### src/rtl/pme_pkg.sv
package pme_pkg;
  localparam int unsigned ST_BIT  = 15;
  localparam int unsigned EN_BIT  = 8;
  localparam int unsigned PS_LSB  = 0;
  localparam int unsigned PS_W    = 2;
  localparam int unsigned WORD_W  = 16;

  typedef enum logic [PS_W-1:0] {
    PWR_ON    = 2'b00,
    PWR_LIGHT = 2'b01,
    PWR_DEEP  = 2'b10,
    PWR_OFF   = 2'b11
  } pwr_state_e;
endpackage

### src/rtl/pme_reg_decode.sv
module pme_reg_decode
  import pme_pkg::*;
#(
  parameter int unsigned ADDR_W = 8,
  parameter int unsigned DATA_W = 16,
  parameter logic [ADDR_W-1:0] OFFSET = 'h44
) (
  input  logic [ADDR_W-1:0] bus_addr,
  input  logic              bus_wr,
  input  logic              bus_rd,
  input  logic [DATA_W-1:0] bus_wdata,
  output logic              wr_hit,
  output logic              rd_hit,
  output logic              clr_req,
  output logic              en_wval,
  output logic [PS_W-1:0]   ps_wval
);
  logic addr_match;
  logic unused_wdata;

  assign addr_match   = (bus_addr == OFFSET);
  assign wr_hit       = bus_wr & addr_match;
  assign rd_hit       = bus_rd & addr_match;
  // writing zero into the status position requests a clear
  assign clr_req      = wr_hit & ~bus_wdata[ST_BIT];
  assign en_wval      = bus_wdata[EN_BIT];
  assign ps_wval      = bus_wdata[PS_LSB +: PS_W];
  assign unused_wdata = ^bus_wdata;
endmodule

### src/rtl/pme_status_cell.sv
module pme_status_cell #(
  parameter int unsigned N_EV = 3
) (
  input  logic            clk,
  input  logic            rst_n,
  input  logic [N_EV-1:0] wake_evt,
  input  logic            clr_req,
  output logic            status_q,
  output logic            any_evt
);
  logic [N_EV:0] or_chain;

  assign or_chain[0] = 1'b0;
  for (genvar i = 0; i < N_EV; i++) begin : g_evt
    assign or_chain[i+1] = or_chain[i] | wake_evt[i];
  end
  assign any_evt = or_chain[N_EV];

  // an event on the same edge as a clear keeps the flag set
  always_ff @(posedge clk or negedge rst_n) begin
    if (!rst_n)        status_q <= 1'b0;
    else if (any_evt)  status_q <= 1'b1;
    else if (clr_req)  status_q <= 1'b0;
  end
endmodule

### src/rtl/pme_ctrl_fields.sv
module pme_ctrl_fields
  import pme_pkg::*;
(
  input  logic            clk,
  input  logic            rst_n,
  input  logic            wr_hit,
  input  logic            en_wval,
  input  logic [PS_W-1:0] ps_wval,
  output logic            en_q,
  output logic [PS_W-1:0] ps_q
);
  always_ff @(posedge clk or negedge rst_n) begin
    if (!rst_n) begin
      en_q <= 1'b0;
      ps_q <= PWR_ON;
    end else if (wr_hit) begin
      en_q <= en_wval;
      ps_q <= ps_wval;
    end
  end
endmodule

### src/rtl/pme_read_mux.sv
module pme_read_mux
  import pme_pkg::*;
#(
  parameter int unsigned DATA_W = 16
) (
  input  logic              rd_hit,
  input  logic              status_q,
  input  logic              en_q,
  input  logic [PS_W-1:0]   ps_q,
  output logic [DATA_W-1:0] rdata
);
  always_comb begin
    rdata = '0;
    if (rd_hit) begin
      rdata[ST_BIT]            = status_q;
      rdata[EN_BIT]            = en_q;
      rdata[PS_LSB +: PS_W]    = ps_q;
    end
  end
endmodule

### src/rtl/pme_wake_ctrl.sv
module pme_wake_ctrl
  import pme_pkg::*;
#(
  parameter int unsigned ADDR_W = 8,
  parameter int unsigned DATA_W = WORD_W,
  parameter int unsigned N_EV   = 3,
  parameter logic [ADDR_W-1:0] OFFSET = 'h44
) (
  input  logic              clk,
  input  logic              rst_n,
  input  logic [ADDR_W-1:0] bus_addr,
  input  logic              bus_wr,
  input  logic [DATA_W-1:0] bus_wdata,
  input  logic              bus_rd,
  output logic [DATA_W-1:0] bus_rdata,
  input  logic [N_EV-1:0]   wake_evt,
  output logic              pme_oe
);
  logic            wr_hit, rd_hit, clr_req, en_wval;
  logic [PS_W-1:0] ps_wval, ps_q;
  logic            en_q, status_q, any_evt;

  pme_reg_decode #(.ADDR_W(ADDR_W), .DATA_W(DATA_W), .OFFSET(OFFSET)) u_dec (
    .bus_addr(bus_addr), .bus_wr(bus_wr), .bus_rd(bus_rd), .bus_wdata(bus_wdata),
    .wr_hit(wr_hit), .rd_hit(rd_hit), .clr_req(clr_req),
    .en_wval(en_wval), .ps_wval(ps_wval)
  );

  pme_status_cell #(.N_EV(N_EV)) u_st (
    .clk(clk), .rst_n(rst_n), .wake_evt(wake_evt), .clr_req(clr_req),
    .status_q(status_q), .any_evt(any_evt)
  );

  pme_ctrl_fields u_ctl (
    .clk(clk), .rst_n(rst_n), .wr_hit(wr_hit), .en_wval(en_wval),
    .ps_wval(ps_wval), .en_q(en_q), .ps_q(ps_q)
  );

  pme_read_mux #(.DATA_W(DATA_W)) u_rd (
    .rd_hit(rd_hit), .status_q(status_q), .en_q(en_q), .ps_q(ps_q),
    .rdata(bus_rdata)
  );

  // PME follows only the sticky flag and the enable
  assign pme_oe = status_q & en_q;
endmodule

### config.mk
export PLATFORM = sky130hd
export DESIGN_NAME = pme_wake_ctrl
export DESIGN_NICKNAME = d
export VERILOG_FILES = /design/src/rtl/pme_pkg.sv /design/src/rtl/pme_reg_decode.sv /design/src/rtl/pme_status_cell.sv /design/src/rtl/pme_ctrl_fields.sv /design/src/rtl/pme_read_mux.sv /design/src/rtl/pme_wake_ctrl.sv
export SDC_FILE = /design/constraint.sdc
export NUM_CORES = 1
export LEC_CHECK = 0
export ABC_AREA = 1
export BUFFER_PORTS_ARGS = -buffer_cell sky130_fd_sc_hd__clkbuf_2
export CORE_AREA = 2 2 39 41
export DETAILED_ROUTE_END_ITERATION = 10
export DIE_AREA = 0 0 41 43
export PLACE_DENSITY = 0.73
export SLEW_MARGIN = 40
export SYNTH_ARGS = -nofsm -noshare
export SYNTH_HDL_FRONTEND = slang
export SYNTH_SLANG_ARGS = --single-unit
### constraint.sdc
create_clock -name clk -period 1.5 [get_ports clk]
set_input_delay 0.075 -clock clk [delete_from_list [all_inputs] [get_ports clk]]
set_output_delay 0.075 -clock clk [all_outputs]
set_load 0.05 [all_outputs]
# == Word level (Yosys, flattened, before mapping) ==
# Index checks and enable logic that the tools add are counted.
# Widths: inputs -> output; s select.
# totals
output_inout_bits,17
register_bits,4
wordCells,17
# op_classes
bitwise,7
n_mux,5
n_eq_ne,1
n_reduce_logical,1
# op_table
operator,count
$eq 8x7->1 const B,1
$and 1x1->1,4
$mux 1,4
$mux 2,1
$or 1x1->1,2
$reduce_bool 2->1,1
$not 1->1,1

# == Logic depth before layout (Yosys ltp) ==
# depth
depth_word,5
depth_mapped,6

# == Hierarchy ==
# Synthesis repeated with hierarchy kept, for this count alone.
# unflattened
cells_unflattened,62
hier_area_um2,394.1
# modules_own_cells
module,cells_each,area_each_um2,instances,seq_area_each_um2
pme_read_mux,21,123.9,1,0.0
pme_ctrl_fields,13,112.6,1,75.1
pme_reg_decode,19,98.8,1,0.0
pme_status_cell,7,51.3,1,25.0
pme_wake_ctrl,2,7.5,1,0.0

# == Least setup slack after synthesis ==
# Ideal clock, no wire load.
# synth_path
kind,input port to output port
from,input bus_addr[3]
to,output bus_rdata[0]
n_path_buf,0
required_ns,1.425
path_slack_ns,0.324
path_stages,5
t_arrival_ns,1.101
path_cell_list,inv_1 > nand2_1 > nor2_4 > nand3_2 > nor2_1
# synth_between
elab_chain_len,3
# synth_rtl
element,line,rtl
start: declaration,pme_wake_ctrl.sv:11,"input logic [ADDR_W-1:0] bus_addr,"
$eq 8x7->1,pme_reg_decode.sv:21,assign addr_match = (bus_addr == OFFSET);
$and 1x1->1,pme_reg_decode.sv:23,assign rd_hit = bus_rd & addr_match;
$mux 2,pme_read_mux.sv:14,if (rd_hit) begin
end: declaration,pme_wake_ctrl.sv:15,"output logic [DATA_W-1:0] bus_rdata,"
# Every way passes these cells.

# == Worst setup path after layout ==
# layout_path
from,register u_st.status_q
to,output bus_rdata[15]
# layout_between
elab_chain_len,1
# layout_rtl
element,line,rtl
start: declaration,pme_status_cell.sv:8,"output logic status_q,"
start signal: assignment,pme_status_cell.sv:21,if (!rst_n) status_q <= 1'b0;
start signal: assignment,pme_status_cell.sv:22,else if (any_evt) status_q <= 1'b1;
start signal: assignment,pme_status_cell.sv:23,else if (clr_req) status_q <= 1'b0;
$mux 1,pme_read_mux.sv:14,
# Every way passes these cells.

==> summary.md <==
| Metric | Value |
|---|---|
| Fillcell total | 175 |
| Post-synth EDFFs | 0 |
| CP Depth | 3 |
| Critical Path, Cell by Cell | inv_1 > nor2_1 > clkbuf_2 |
| Pre-antenna DRT Iters | 3 |
| Worst Hold Depth | 3 |
| P_int | 228 µW |
| Multi-input logic area | 174 µm² |
| Fin. max-slew vios | 0 |
| Final Net Count | 114 |
| Share of cells above drive strength 1 | 0.383 |
| Total clock sinks | 4 |
| Clock Latency Late Sink | 0.23 ns |
| Pleak | 0.314 nW |
| RSZ-0062 raised after global routing | no |
| Final hold vios | 0 |
| Maxcap violations | 0 |
| Largest net degree at the start of global routing | 7 |
| I/O Buffers | 23 |
| Pwr/cell area | 733 nW/µm² |
| Commonest cells in the synthesized netlist | 14 x inv_1, 12 x buf_4, 10 x nand2_1 |
| Seq pwr share | 0.315 |
| Switch Pwr | 137 µW |
| Type of the worst setup path | reg -> out |
| Crit end category | primary output |
| WL per Instance | 7.20 µm |
| Setup Fix Bufs, Post-CTS | 0 |
| Worst slack, placed | 0.458 ns |
| Status | finished, final reports clean |
| Vias in the first global route | 311 |
| Hold Path Sink | u_st.status_q |
| Mean Syn Cell Area | 6.89 µm² |
| Period utilization | 0.742 |
| Share of the synthesized area in the top cell type | 0.264 |
| Post-route DRC | 0 |
| R2R Path Start | u_ctl.en_q |
| Register Area | 100 µm² |
| Post-synth top flop | dfrtp_1 |
| CP startpoint kind | flop |
| Library cells used by synthesis | 13 |
| Worst EP required | 1.42 ns |
| Critical Path Fanout Max | 3 |
| CP Data Arrival Time | 1.04 ns |
| Min-Delay Startpoint | wake_evt[2] |
| Clock share of power | 0.359 |
| Initial antenna violation count | 0 |
| Slowest CP cell | dfrtp_1 |
| Worst-path clk slew | 0.03 ns |
| Worst r2r dst | u_ctl.en_q |
| Mapped Cells | 55 |
| Max Clock Freq | 898 MHz |
| Total GRT Usage | 0.0978 |
| Yosys warnings | 0 |
| Die Height | 43 µm |
| Final setup viols | 0 |
| GP Congestion | 0.665 |
| Vias/cell | 3.52 |
| Combinational cell fraction of total power | 0.327 |
| FF+latch count, synth | 4 |
| Main area contributors after synthesis | dfrtp_1 26%, buf_4 24%, inv_1 14%, nand2_1 9.9%, nor2_4 5.9% |
| Starting Density | 0.274 |
| Worst reg-to-reg path cell count | 2 |
| Htree depth | 1 |
| Final hold slack | 0.0449 ns |
| Inserted Clock Buffers | 3 |
| Area grow syn2layout | 31.4% |
| CP peak stage delay | 0.36 ns |
| CTS tree | yes |
| Core Box Area | 1380 µm² |
| Fin Clk Skew | 0 ns |
| Count leader, synth | inv_1 |
| First-pass GRT wire length | 1100 µm |
| Cts hold-fix bufs | 1 |
| Synth Cell Area | 379 µm² |
| Worst VDD drop | 0.277 mV |
| Clock Path Buffers | 2 |
| Register area share after synthesis | 0.264 |
| Grt ovf | 0 |
| Die ar. | 1760 µm² |
| Dpl hpwl | 654 µm |
| Total Neg Setup Slack | 0 ns |
| Post-synth top area cell | dfrtp_1 |
| Top delay family on crit path | flip-flops |
| Reg-to-reg slack, setup | 0.87 ns |
| Total Power | 365 µW |
| Post-CTS sizing | 0 |
| Final ANT Viol Nets | 0 |
| Min Tclk post-route | 1.11 ns |
| I/O pin count | 48 |
| Row Count | 14 |
| DRT Wirelength | 698 µm |
| Die W | 41 µm |
| Synth async-reset ratio | 1.00 |
| CTS root buf | clkbuf_4 |
| Buf/Inv on CP | 2 |
| Sw Share | 0.375 |
| First DRT Iteration DRCs | 10 |
| Slack of the critical path | 0.387 ns |
| # diodes | 0 |
| Worst hold path type | in -> reg |
| Via count | 341 |
-- layer usage --
| layer | GRT usage | routed length (µm) | share of wire |
|---|---|---|---|
| met2 | 0.169 | 353 | 0.51 |
| met5 | 0 | 0 | 0 |
| met4 | 0.0800 | 28 | 0.040 |
| met3 | 0.0366 | 98 | 0.14 |
| met1 | 0.0782 | 218 | 0.31 |
-- stage by stage --
step,instance area (µm²),utilization,std cells
floorplan,420,-,66
global placement,465,0.336,93
detailed placement,465,0.336,93
CTS,498,0.360,97
global route,498,0.360,97
finish,498,0.360,97
-- layout make-up --
cell class | count | share of cell area
flip-flops and latches | 4 | 0.201
clock buffers | 3 | 0.0452
repair buffers | 24 | 0.251
inverters | 15 | 0.113
multi-input cells | 35 | 0.349
well taps | 16 | 0.0402
-- placed cells by master (no fill, tap or decap) --
cell type	Yosys	routed
clkbuf_2	0	23
inv_1	14	14
conb_1	1	12
nand2_1	10	10
nor2_1	4	4
dfrtp_1	4	4
o21ai_1	3	3
clkbuf_4	0	3
nor2_4	2	2
inv_2	1	1
nand3_2	1	1
nand3_4	1	1
nand4_1	1	1
nor3_1	1	1
dlygate4sd3_1	0	1
-- kinds of logic after synthesis --
family / Yosys count / share of synthesized area
and+or+nand+nor: 20 / 0.300
other: 1 / 0.00989
DFF: 4 / 0.264
AOI/OAI and AO/OA: 3 / 0.0396
buffers and inverters: 27 / 0.386
-- worst max path at each step --
stage	start	to	slack (ns)
floorplan	bus_addr[3]	bus_rdata[0]	0.32
global placement	bus_addr[3]	bus_rdata[8]	0.49
detailed placement	bus_addr[3]	bus_rdata[15]	0.46
CTS	u_st.status_q	bus_rdata[15]	0.36
global route	u_st.status_q	bus_rdata[15]	0.29
finish	u_st.status_q	bus_rdata[15]	0.39
-- tightest hold or removal path: cells and delay by family --
family / cells / cell delay (ns)
simple gates: 2 / 0.09
buf+inv: 1 / 0.07
-- power groups by stage --
stage	Clock [mW]	Combinational, mW	Sequential, mW
global route	0.152	0.130	0.115
detailed placement	0	0.118	0.116
finish	0.131	0.119	0.115
CTS	0.137	0.120	0.115
global placement	0	0.116	0.116
floorplan	0	0.114	0.115
-- state kept, by name, summed over array words and instances (netlist names) --
name	count
u_ctl.ps_q	2
u_ctl.en_q	1
u_st.status_q	1
No activity file was read; power rests on OpenSTA's default activity.
